**src/rtl/fmaf_pkg.sv**
```systemverilog
package fmaf_pkg;

  typedef enum logic [1:0] {
    FMT_NONE = 2'b00,
    FMT_SD   = 2'b01,
    FMT_VS   = 2'b10,
    FMT_VD   = 2'b11
  } fmt_e;

  localparam logic [63:0] QNAN_DP = 64'h7FF8_0000_0000_0000;
  localparam logic [31:0] QNAN_SP = 32'h7FC0_0000;

  typedef struct packed {
    logic legal;
    fmt_e fmt;
    logic m_form;
    logic neg_add;
    logic neg_res;
    logic class_upd;
  } dec_t;

endpackage

```
**src/rtl/fmaf_decode.sv**
```systemverilog
module fmaf_decode
  import fmaf_pkg::*;
#(
  parameter int CODE_W = 5
) (
  input  logic [CODE_W-1:0] minor,
  output dec_t              dec
);

  logic legal;

  always_comb begin
    legal         = (minor[3:2] != 2'b00);
    dec.legal     = legal;
    dec.fmt       = legal ? fmt_e'(minor[3:2]) : FMT_NONE;
    dec.m_form    = legal & minor[0];
    dec.neg_add   = legal & minor[1];
    dec.neg_res   = legal & minor[4];
    dec.class_upd = legal & (minor[3:2] == 2'b01);
  end

endmodule

```
**src/rtl/fmaf_class.sv**
```systemverilog
module fmaf_class #(
  parameter int EXP_W = 11,
  parameter int MAN_W = 52
) (
  input  logic [EXP_W+MAN_W:0] val,
  output logic                 is_nan,
  output logic                 is_snan,
  output logic                 is_inf,
  output logic                 is_zero
);

  localparam int W = 1 + EXP_W + MAN_W;

  logic exp_ones;
  logic man_nz;

  always_comb begin
    exp_ones = &val[W-2:MAN_W];
    man_nz   = |val[MAN_W-1:0];
    is_nan   = exp_ones & man_nz;
    is_snan  = exp_ones & man_nz & ~val[MAN_W-1];
    is_inf   = exp_ones & ~man_nz;
    is_zero  = ~|val[W-2:0];
  end

endmodule

```
**src/rtl/fmaf_screen.sv**
```systemverilog
module fmaf_screen #(
  parameter int EXP_W = 11,
  parameter int MAN_W = 52
) (
  input  logic [EXP_W+MAN_W:0] fa,
  input  logic [EXP_W+MAN_W:0] fb,
  input  logic [EXP_W+MAN_W:0] fc,
  input  logic                 neg_add,
  output logic                 snan,
  output logic                 imz,
  output logic                 isi
);

  localparam int W = 1 + EXP_W + MAN_W;

  logic a_nan, a_snan, a_inf, a_zero;
  logic b_nan, b_snan, b_inf, b_zero;
  logic c_nan, c_snan, c_inf, c_zero;

  fmaf_class #(.EXP_W(EXP_W), .MAN_W(MAN_W)) u_cls_a (
    .val(fa), .is_nan(a_nan), .is_snan(a_snan), .is_inf(a_inf), .is_zero(a_zero)
  );
  fmaf_class #(.EXP_W(EXP_W), .MAN_W(MAN_W)) u_cls_b (
    .val(fb), .is_nan(b_nan), .is_snan(b_snan), .is_inf(b_inf), .is_zero(b_zero)
  );
  fmaf_class #(.EXP_W(EXP_W), .MAN_W(MAN_W)) u_cls_c (
    .val(fc), .is_nan(c_nan), .is_snan(c_snan), .is_inf(c_inf), .is_zero(c_zero)
  );

  logic any_nan;
  logic prod_inf;
  logic prod_sign;
  logic add_sign;

  always_comb begin
    snan      = a_snan | b_snan | c_snan;
    imz       = (a_inf & b_zero) | (a_zero & b_inf);
    any_nan   = a_nan | b_nan | c_nan;
    prod_inf  = (a_inf | b_inf) & ~imz & ~any_nan;
    prod_sign = fa[W-1] ^ fb[W-1];
    add_sign  = fc[W-1] ^ neg_add;
    isi       = prod_inf & c_inf & (prod_sign != add_sign);
  end

  logic unused_zero;
  assign unused_zero = c_zero;

endmodule

```
**src/rtl/fmaf_front.sv**
```systemverilog
module fmaf_front
  import fmaf_pkg::*;
#(
  parameter int VEC_W  = 128,
  parameter int CODE_W = 5
) (
  input  logic               clk,
  input  logic               rst,
  input  logic               op_valid,
  input  logic [CODE_W-1:0]  minor,
  input  logic [VEC_W-1:0]   src_a,
  input  logic [VEC_W-1:0]   src_b,
  input  logic [VEC_W-1:0]   src_t,
  output logic               out_valid,
  output logic               illegal,
  output logic [1:0]         fmt,
  output logic [VEC_W/32-1:0] lane_mask,
  output logic [VEC_W-1:0]   mul_a,
  output logic [VEC_W-1:0]   mul_b,
  output logic [VEC_W-1:0]   addend,
  output logic               neg_addend,
  output logic               neg_result,
  output logic               class_upd,
  output logic               flag_snan,
  output logic               flag_imz,
  output logic               flag_isi,
  output logic [VEC_W/32-1:0] subst_mask,
  output logic [VEC_W-1:0]   result_base
);

  localparam int DP_W = 64;
  localparam int SP_W = 32;
  localparam int NDP  = VEC_W / DP_W;
  localparam int NSP  = VEC_W / SP_W;

  dec_t dec;

  fmaf_decode #(.CODE_W(CODE_W)) u_decode (
    .minor(minor),
    .dec  (dec)
  );

  logic [VEC_W-1:0] mulb_c;
  logic [VEC_W-1:0] add_c;

  always_comb begin
    mulb_c = dec.m_form ? src_t : src_b;
    add_c  = dec.m_form ? src_b : src_t;
  end

  logic [NDP-1:0] dp_snan, dp_imz, dp_isi;
  logic [NSP-1:0] sp_snan, sp_imz, sp_isi;

  for (genvar gi = 0; gi < NDP; gi++) begin : g_dp
    localparam int HI = VEC_W - 1 - DP_W * gi;
    fmaf_screen #(.EXP_W(11), .MAN_W(52)) u_scr (
      .fa     (src_a[HI -: DP_W]),
      .fb     (mulb_c[HI -: DP_W]),
      .fc     (add_c[HI -: DP_W]),
      .neg_add(dec.neg_add),
      .snan   (dp_snan[gi]),
      .imz    (dp_imz[gi]),
      .isi    (dp_isi[gi])
    );
  end

  for (genvar gj = 0; gj < NSP; gj++) begin : g_sp
    localparam int HI = VEC_W - 1 - SP_W * gj;
    fmaf_screen #(.EXP_W(8), .MAN_W(23)) u_scr (
      .fa     (src_a[HI -: SP_W]),
      .fb     (mulb_c[HI -: SP_W]),
      .fc     (add_c[HI -: SP_W]),
      .neg_add(dec.neg_add),
      .snan   (sp_snan[gj]),
      .imz    (sp_imz[gj]),
      .isi    (sp_isi[gj])
    );
  end

  logic [NSP-1:0]   mask_c;
  logic [NDP-1:0]   dp_act;
  logic [NSP-1:0]   sp_act;
  logic [NSP-1:0]   subst_c;
  logic             snan_c, imz_c, isi_c;
  logic [VEC_W-1:0] res_c;
  logic             live;

  always_comb begin
    live   = op_valid & dec.legal;
    mask_c = '0;
    if (live) begin
      case (dec.fmt)
        FMT_SD:  mask_c[0] = 1'b1;
        FMT_VD:  mask_c[NDP-1:0] = '1;
        FMT_VS:  mask_c = '1;
        default: mask_c = '0;
      endcase
    end
    dp_act = (dec.fmt != FMT_VS) ? mask_c[NDP-1:0] : '0;
    sp_act = (dec.fmt == FMT_VS) ? mask_c : '0;

    snan_c = |(dp_snan & dp_act) | |(sp_snan & sp_act);
    imz_c  = |(dp_imz  & dp_act) | |(sp_imz  & sp_act);
    isi_c  = |(dp_isi  & dp_act) | |(sp_isi  & sp_act);

    if (dec.fmt == FMT_VS) subst_c = sp_imz & sp_act;
    else                   subst_c = {{(NSP-NDP){1'b0}}, dp_imz & dp_act};

    res_c = src_t;
    if (dec.fmt == FMT_VS) begin
      for (int k = 0; k < NSP; k++)
        if (subst_c[k]) res_c[VEC_W-1-SP_W*k -: SP_W] = QNAN_SP;
    end else begin
      for (int k = 0; k < NDP; k++)
        if (subst_c[k]) res_c[VEC_W-1-DP_W*k -: DP_W] = QNAN_DP;
    end
  end

  always_ff @(posedge clk) begin
    if (rst) begin
      out_valid   <= 1'b0;
      illegal     <= 1'b0;
      fmt         <= 2'b00;
      lane_mask   <= '0;
      mul_a       <= '0;
      mul_b       <= '0;
      addend      <= '0;
      neg_addend  <= 1'b0;
      neg_result  <= 1'b0;
      class_upd   <= 1'b0;
      flag_snan   <= 1'b0;
      flag_imz    <= 1'b0;
      flag_isi    <= 1'b0;
      subst_mask  <= '0;
      result_base <= '0;
    end else begin
      out_valid   <= op_valid;
      illegal     <= op_valid & ~dec.legal;
      fmt         <= live ? dec.fmt : FMT_NONE;
      lane_mask   <= mask_c;
      mul_a       <= src_a;
      mul_b       <= mulb_c;
      addend      <= add_c;
      neg_addend  <= live & dec.neg_add;
      neg_result  <= live & dec.neg_res;
      class_upd   <= live & dec.class_upd;
      flag_snan   <= snan_c;
      flag_imz    <= imz_c;
      flag_isi    <= isi_c;
      subst_mask  <= subst_c;
      result_base <= res_c;
    end
  end

  AST_ILLEGAL_QUIET: assert property (@(posedge clk) disable iff (rst)
    illegal |-> !(flag_snan || flag_imz || flag_isi || class_upd) && subst_mask == '0);

  AST_SUBST_ACTIVE_ONLY: assert property (@(posedge clk) disable iff (rst)
    (subst_mask & ~lane_mask) == '0);

  AST_CLASS_SCALAR_ONLY: assert property (@(posedge clk) disable iff (rst)
    class_upd |-> fmt == FMT_SD);

  AST_SUBST_HAS_FLAG: assert property (@(posedge clk) disable iff (rst)
    (|subst_mask) |-> flag_imz);

  AST_DP_SUBST_NAN: assert property (@(posedge clk) disable iff (rst)
    (subst_mask[0] && fmt != FMT_VS) |-> result_base[VEC_W-1 -: DP_W] == QNAN_DP);

  AST_VALID_PIPE: assert property (@(posedge clk) disable iff (rst)
    op_valid |=> out_valid);

endmodule

```
**config.mk**
```make
export PLATFORM = sky130hd
export DESIGN_NAME = fmaf_front
export DESIGN_NICKNAME = d
export VERILOG_FILES = /design/src/rtl/fmaf_pkg.sv /design/src/rtl/fmaf_decode.sv /design/src/rtl/fmaf_class.sv /design/src/rtl/fmaf_screen.sv /design/src/rtl/fmaf_front.sv
export SDC_FILE = /design/constraint.sdc
export NUM_CORES = 1
export LEC_CHECK = 0
export BUFFER_PORTS_ARGS = -buffer_cell sky130_fd_sc_hd__buf_4
export CORE_AREA = 8 8 356 358
export CTS_BUF_LIST = sky130_fd_sc_hd__clkbuf_2 sky130_fd_sc_hd__clkbuf_4 sky130_fd_sc_hd__clkbuf_8
export CTS_CLUSTER_SIZE = 30
export DETAILED_ROUTE_END_ITERATION = 10
export DIE_AREA = 0 0 364 366
export SYNTH_ARGS = -nofsm -noshare
export SYNTH_HDL_FRONTEND = slang
export SYNTH_SLANG_ARGS = --single-unit
export TNS_END_PERCENT = 1
```
**constraint.sdc**
```tcl
create_clock -name clk -period 3.17 [get_ports clk]
set_input_delay 0.1585 -clock clk [delete_from_list [all_inputs] [get_ports clk]]
set_output_delay 0.1585 -clock clk [all_outputs]
set_load 0.01 [all_outputs]
```
# Word-level counts from Yosys, hierarchy flattened
# Cells that the tools add are included.
# W data, S select, Z words.
# word_totals
output_inout_bits	530
ff_bits	530
word_cells	313
in_bits	392
# op_classes
n_eq_ne	9
reduce_logical	70
muxes	17
bitwise_logic	202
# op_table
op	n
$mux W128	3
$reduce_or A52 Y1	6
$reduce_or A23 Y1	12
$reduce_or A63 Y1	4
$reduce_or A31 Y1	8
$mux W32	4
$mux W64	2
$and A1 B1 Y1	99
$reduce_and A8 Y1	12
$reduce_and A11 Y1	6
$not A1 Y1	50
$or A1 B1 Y1	39
$and A4 B4 Y4	3
$logic_not A1 Y1	12
$mux W4	3
$reduce_or A4 Y1	3
$reduce_or A2 Y1	5
$xor A1 B1 Y1	8
$and A2 B2 Y2	3
$mux W2	3
$eq A2 B1 Y1 const B	2
$eq A2 B2 Y1 const B	2
$ne A1 B1 Y1	4
$reduce_or A3 Y1	1
3 further kinds	4

# Depth between registers and ports, before layout
# depth
word_depth	16
depth_mapped	12
ltp_nobuf	8

# Modules after synthesis
# From an unflattened synthesis, not the netlist that was laid out.
# hier_totals
hier_cells	1972
area_unflattened_um2	20688.6
# by_module_without_submodules
module	area_each_um2	seq_area_each_um2	n_inst	cells_each
fmaf_front	17560.6	10590.2	1	1496
fmaf_class at g_sp[0].u_scr.u_cls_a ...	126.4	0.0	12	20
fmaf_class at g_dp[0].u_scr.u_cls_a ...	188.9	0.0	6	30
fmaf_screen	71.3	0.0	6	8
fmaf_decode	50.0	0.0	1	8

# Least setup slack after synthesis
# Ideal clock, no wire load.
# synth_path
path_type	input to register
from	in src_a[26]
to	reg result_base[10]
path_buffers	1
arrival_ns	2.275
path_stages	8
required_ns	3.055
setup_ns	0.115
path_slack_ns	0.780
cell_sequence	or4_1 > nor2_2 > nor4b_4 > or4b_1 > a211oi_2 > nor3_2 > buf_6 > and2_1
# synth_between
elab_chain_len	9
elab_cells_between_ends	21
classes_between	mux (4); bitwise (11); reduce/logical (6)
# synth_lines
element	line	text
start, declared	fmaf_front.sv:11	input logic [VEC_W-1:0] src_a,
$reduce_or A52 Y1	fmaf_class.sv:19	man_nz = |val[MAN_W-1:0];
$not A1 Y1	fmaf_class.sv:22	is_inf = exp_ones & ~man_nz;
$and A1 B1 Y1	fmaf_class.sv:22	
$and A1 B1 Y1	fmaf_screen.sv:37	imz = (a_inf & b_zero) | (a_zero & b_inf);
$or A1 B1 Y1	fmaf_screen.sv:37	
$and A2 B2 Y2	fmaf_front.sv:107	else subst_c = {{(NSP-NDP){1'b0}}, dp_imz & dp_act};
$mux W4 (*)	fmaf_front.sv:106	if (dec.fmt == FMT_VS) subst_c = sp_imz & sp_act;
$mux W64	fmaf_front.sv:115	if (subst_c[k]) res_c[VEC_W-1-DP_W*k -: DP_W] = QNAN_DP;
$mux W128 (*)	fmaf_front.sv:110	if (dec.fmt == FMT_VS) begin
end signal, assigned	fmaf_front.sv:151	result_base <= res_c;
end, declared	fmaf_front.sv:28	output logic [VEC_W-1:0] result_base
# Every way passes the cells marked *; elsewhere a longest branch is shown, timed or not.
# A chain may end at the register's enable or synchronous reset.

# Worst setup path after layout
# layout_path
from	in src_a[76]
to	reg result_base[106]
# layout_between
elab_chain_len	9
elab_cells_between_ends	13
classes_between	mux (4); bitwise (6); reduce/logical (3)
# layout_lines
element	line
$reduce_or A52 Y1	fmaf_class.sv:19
$not A1 Y1	fmaf_class.sv:22
$and A1 B1 Y1	fmaf_class.sv:22
$and A1 B1 Y1	fmaf_screen.sv:37
$or A1 B1 Y1 (*)	fmaf_screen.sv:37
$and A2 B2 Y2 (*)	fmaf_front.sv:107
$mux W4 (*)	fmaf_front.sv:106
$mux W64 or $mux W32 (tied branches)	fmaf_front.sv:115, fmaf_front.sv:112
$mux W128 (*)	fmaf_front.sv:110
# Marks and branches as above.

==> flow_summary.yaml <==
yosys:
  yosys_warnings: 0
  ys_seq_area_share_pct: 57.5
  async_flop_share_pct: 0
  synth_top_family_by_area: "simple AND/OR/NAND/NOR gates"
  yosysTopAreaCellShare_pct: 57.5
  synth-seq-cells: 529
  synthAdderAreaFrac_pct: 0
  yosysTopAreaCell: "dfxtp_1"
  synthMuxAreaShare_pct: 0.904
  synth_area_per_cell_um2: 8.77
  synth_area_leaders: "dfxtp_1, nand2_1, a21oi_1"
  synth_edf_count: 0
  yosys.area_share.simple_pct: 27.5
  synth.distinct_cells: 64
  synth_flop_cell: "dfxtp_1"
  synth-compound-area-share_pct: 10.3
  syn_area_mm2: 0.0184
  synth_xor_area_share_pct: 0.571
  synthCells: 2099
  synth_nets: 2491
floorplanning:
  core_mm2: 0.121
  fp-row-count: 128
  initial_core_util_pct: 15.2
  io_pins: 922
  die_h_um: 366
  fp.dieW_um: 364
  dieArea_mm2: 0.133
critical_path:
  worstSetupStartpointType: "primary input"
  crit_path_end_kind: "flop"
  crit_fanout: 14
  crit_arrival_ns: 3.68
  path_class: "primary input to flop"
  critPathRequiredTime_ns: 3.81
sta:
  drv_slew: 0
  rsz0062_at_grt: "false"
  slew_headroom_pct: 35.5
  finalSetupViolations: 0
  setup_ws_ns: 0.131
  tightestPinTransition_ns: 0.953
  hold_viol_final: 0
  fin_crit_sh_pct: 95.9
  fmax_mhz: 329
  finalCriticalPeriod_ns: 3.04
detailed_routing:
  drc: 0
  first_pass_iters: 5
  ant_nets: 0
  wl_um: 123000
  vias: 21700
  drt-wirelength-per-cell_um: 23.5
  drt-initial-drc-count: 1697
  viasPerCell: 4.14
cells_and_area:
  syn2layout_area_growth_pct: 86.5
  fin_cells: 5235
  layout-drive-gt1-share_pct: 33.2
  final_cell_mix: "buf_4, nand2_1, dfxtp_1"
  fin_nets: 3909
  fillers: 12600
  final_common_cell: "buf_4"
status:
  status: "completed"
power:
  p_leak_uw: 0.0154
  powerDensity_mw_per_mm2: 525
  ir_worst_vdd_mv: 0.330
place:
  dp_hpwl_um: 97200
  routabilityCongestion: 0.907
  dp_cells: 4592
  dpl_worst_slack_ns: -0.392
  io_buffers: 921
global_route:
  first_global_vias: 22200
  antenna_found_initial: 25
  grt_overflow_total: 0
  grt_start_max_net_pins: 138
  grt_use_total_pct: 17.6
  grt_pass1_wl_um: 169000
min_path:
  worstHoldPathCells: 3
  hp-class: "primary input to flop"
clock_tree:
  cts_tree: "yes"
  htree_levels: 3
  numClockSinks: 529
  clk_pin_slew_ns: 0.06
  clock_path_buffers: 3
  postCtsSetupBuffers: 0
  cts_buffers: 97
  clock-root-buffer: "clkbuf_8"
flow_run:
  max_cap_viol_count: 0
==> cell type report <==
class / count / area (µm²) / share of cell area, %
Multi-Input combinational cell: 1423 / 7260 / 21.2
Tap cell: 1625 / 2030 / 5.92
Clock buffer: 140 / 1790 / 5.21
Sequential cell: 529 / 10600 / 30.9
Clock inverter: 39 / 505 / 1.47
Timing Repair Buffer: 1444 / 12000 / 35.0
Antenna cell: 13 / 32.5 / 0.0948
Inverter: 22 / 82.6 / 0.241
==> Yosys cell counts, types with 3 or more instances <==
| master | number |
|---|---|
| inv_1 | 21 |
| nand4_1 | 37 |
| o21a_1 | 11 |
| nor3_1 | 32 |
| buf_2 | 8 |
| buf_1 | 9 |
| and2_1 | 71 |
| dfxtp_1 | 529 |
| o22ai_1 | 4 |
| nor2_1 | 49 |
| nand2_1 | 541 |
| mux2_2 | 5 |
| and3_1 | 27 |
| or2_2 | 4 |
| and3b_1 | 3 |
| nand3_1 | 27 |
| and4_1 | 3 |
| nor2b_1 | 129 |
| a21o_1 | 5 |
| a21oi_1 | 275 |
| or3_1 | 14 |
| xnor2_1 | 10 |
| o21ai_0 | 20 |
| a31oi_1 | 4 |
| clkbuf_1 | 105 |
| mux2i_1 | 11 |
| nor4_1 | 90 |
==> per-stage QoR <==
| stage | utilization, % | TNS [ns] | hold WS (ns) | area, µm² | power (µW) |
|---|---|---|---|---|---|
| 2_1_floorplan | - | 0 | 0.269 | 18400 | 8150 |
| 3_3_place_gp | 22.7 | -0.366 | 0.378 | 27500 | 9890 |
| 3_5_place_dp | 22.7 | -0.392 | 0.385 | 27500 | 9900 |
| 4_1_cts | 28.4 | 0 | 0.00572 | 34300 | 18300 |
| 5_1_grt | 28.4 | 0 | 0.0817 | 34300 | 18800 |
| 6_report | 28.4 | 0 | 0.157 | 34300 | 18000 |
==> per-layer routing <==
metal / up-vias / share of wire (%) / track usage [%]
met1: 10400 / 40 / 20.8
li1: 9911 / - / -
met2: 1156 / 47 / 29.2
met4: 6 / 3.1 / 5.55
met5: - / 0.033 / 0
met3: 223 / 11 / 6.79
==> path summary, 6_finish.rpt <==
path,from,endpoint
setup / recovery,src_a[76],result_base[106]$_SDFF_PP0_
hold / removal,src_a[110],mul_a[110]$_SDFF_PP0_
==> where the power goes <==
group	leakage [µW]	internal, µW	total (µW)	switching [µW]
registers	0.00440	7060	7200	139
clock network	0.00120	4560	7770	3220
logic	0.00977	1480	3060	1580
total	0.0154	13100	18000	4940
==> worst max-delay path: stages <==
cell,delay [ns]
dlygate4sd3_1,0.54
buf_4,0.14
nor3_1,0.50
nand4_1,0.33
or3_1,0.49
or3_1,0.43
nor2_1,0.15
nand3_1,0.17
buf_4,0.21
and3b_1,0.23
buf_12,0.16
and2_1,0.16
==> sequential cells by signal, indices dropped and copies added, names as in the netlist, 2 cells and up <==
register     count
addend         128
mul_a          128
mul_b          128
result_base    128
subst_mask       4
lane_mask        3
fmt              2
==> cell families after synthesis <==
| family | count (synthesis) |
|---|---|
| and+or+nand+nor | 1046 |
| DFF | 529 |
| AOI/OAI and AO/OA | 349 |
| buffers and inverters | 147 |
| muxes | 16 |
| xor gates and xnor gates | 12 |
==> repair_timing <==
| action | 4_1_cts | 5_1_grt |
|---|---|---|
| hold buffers | 451 | 0 |
| gates resized for setup | 0 | 1 |
| hold endpoints to repair | 528 | 0 |
| endpoints found under the setup margin | 0 | 1 |
No activity file was read; power rests on OpenSTA's default activity.
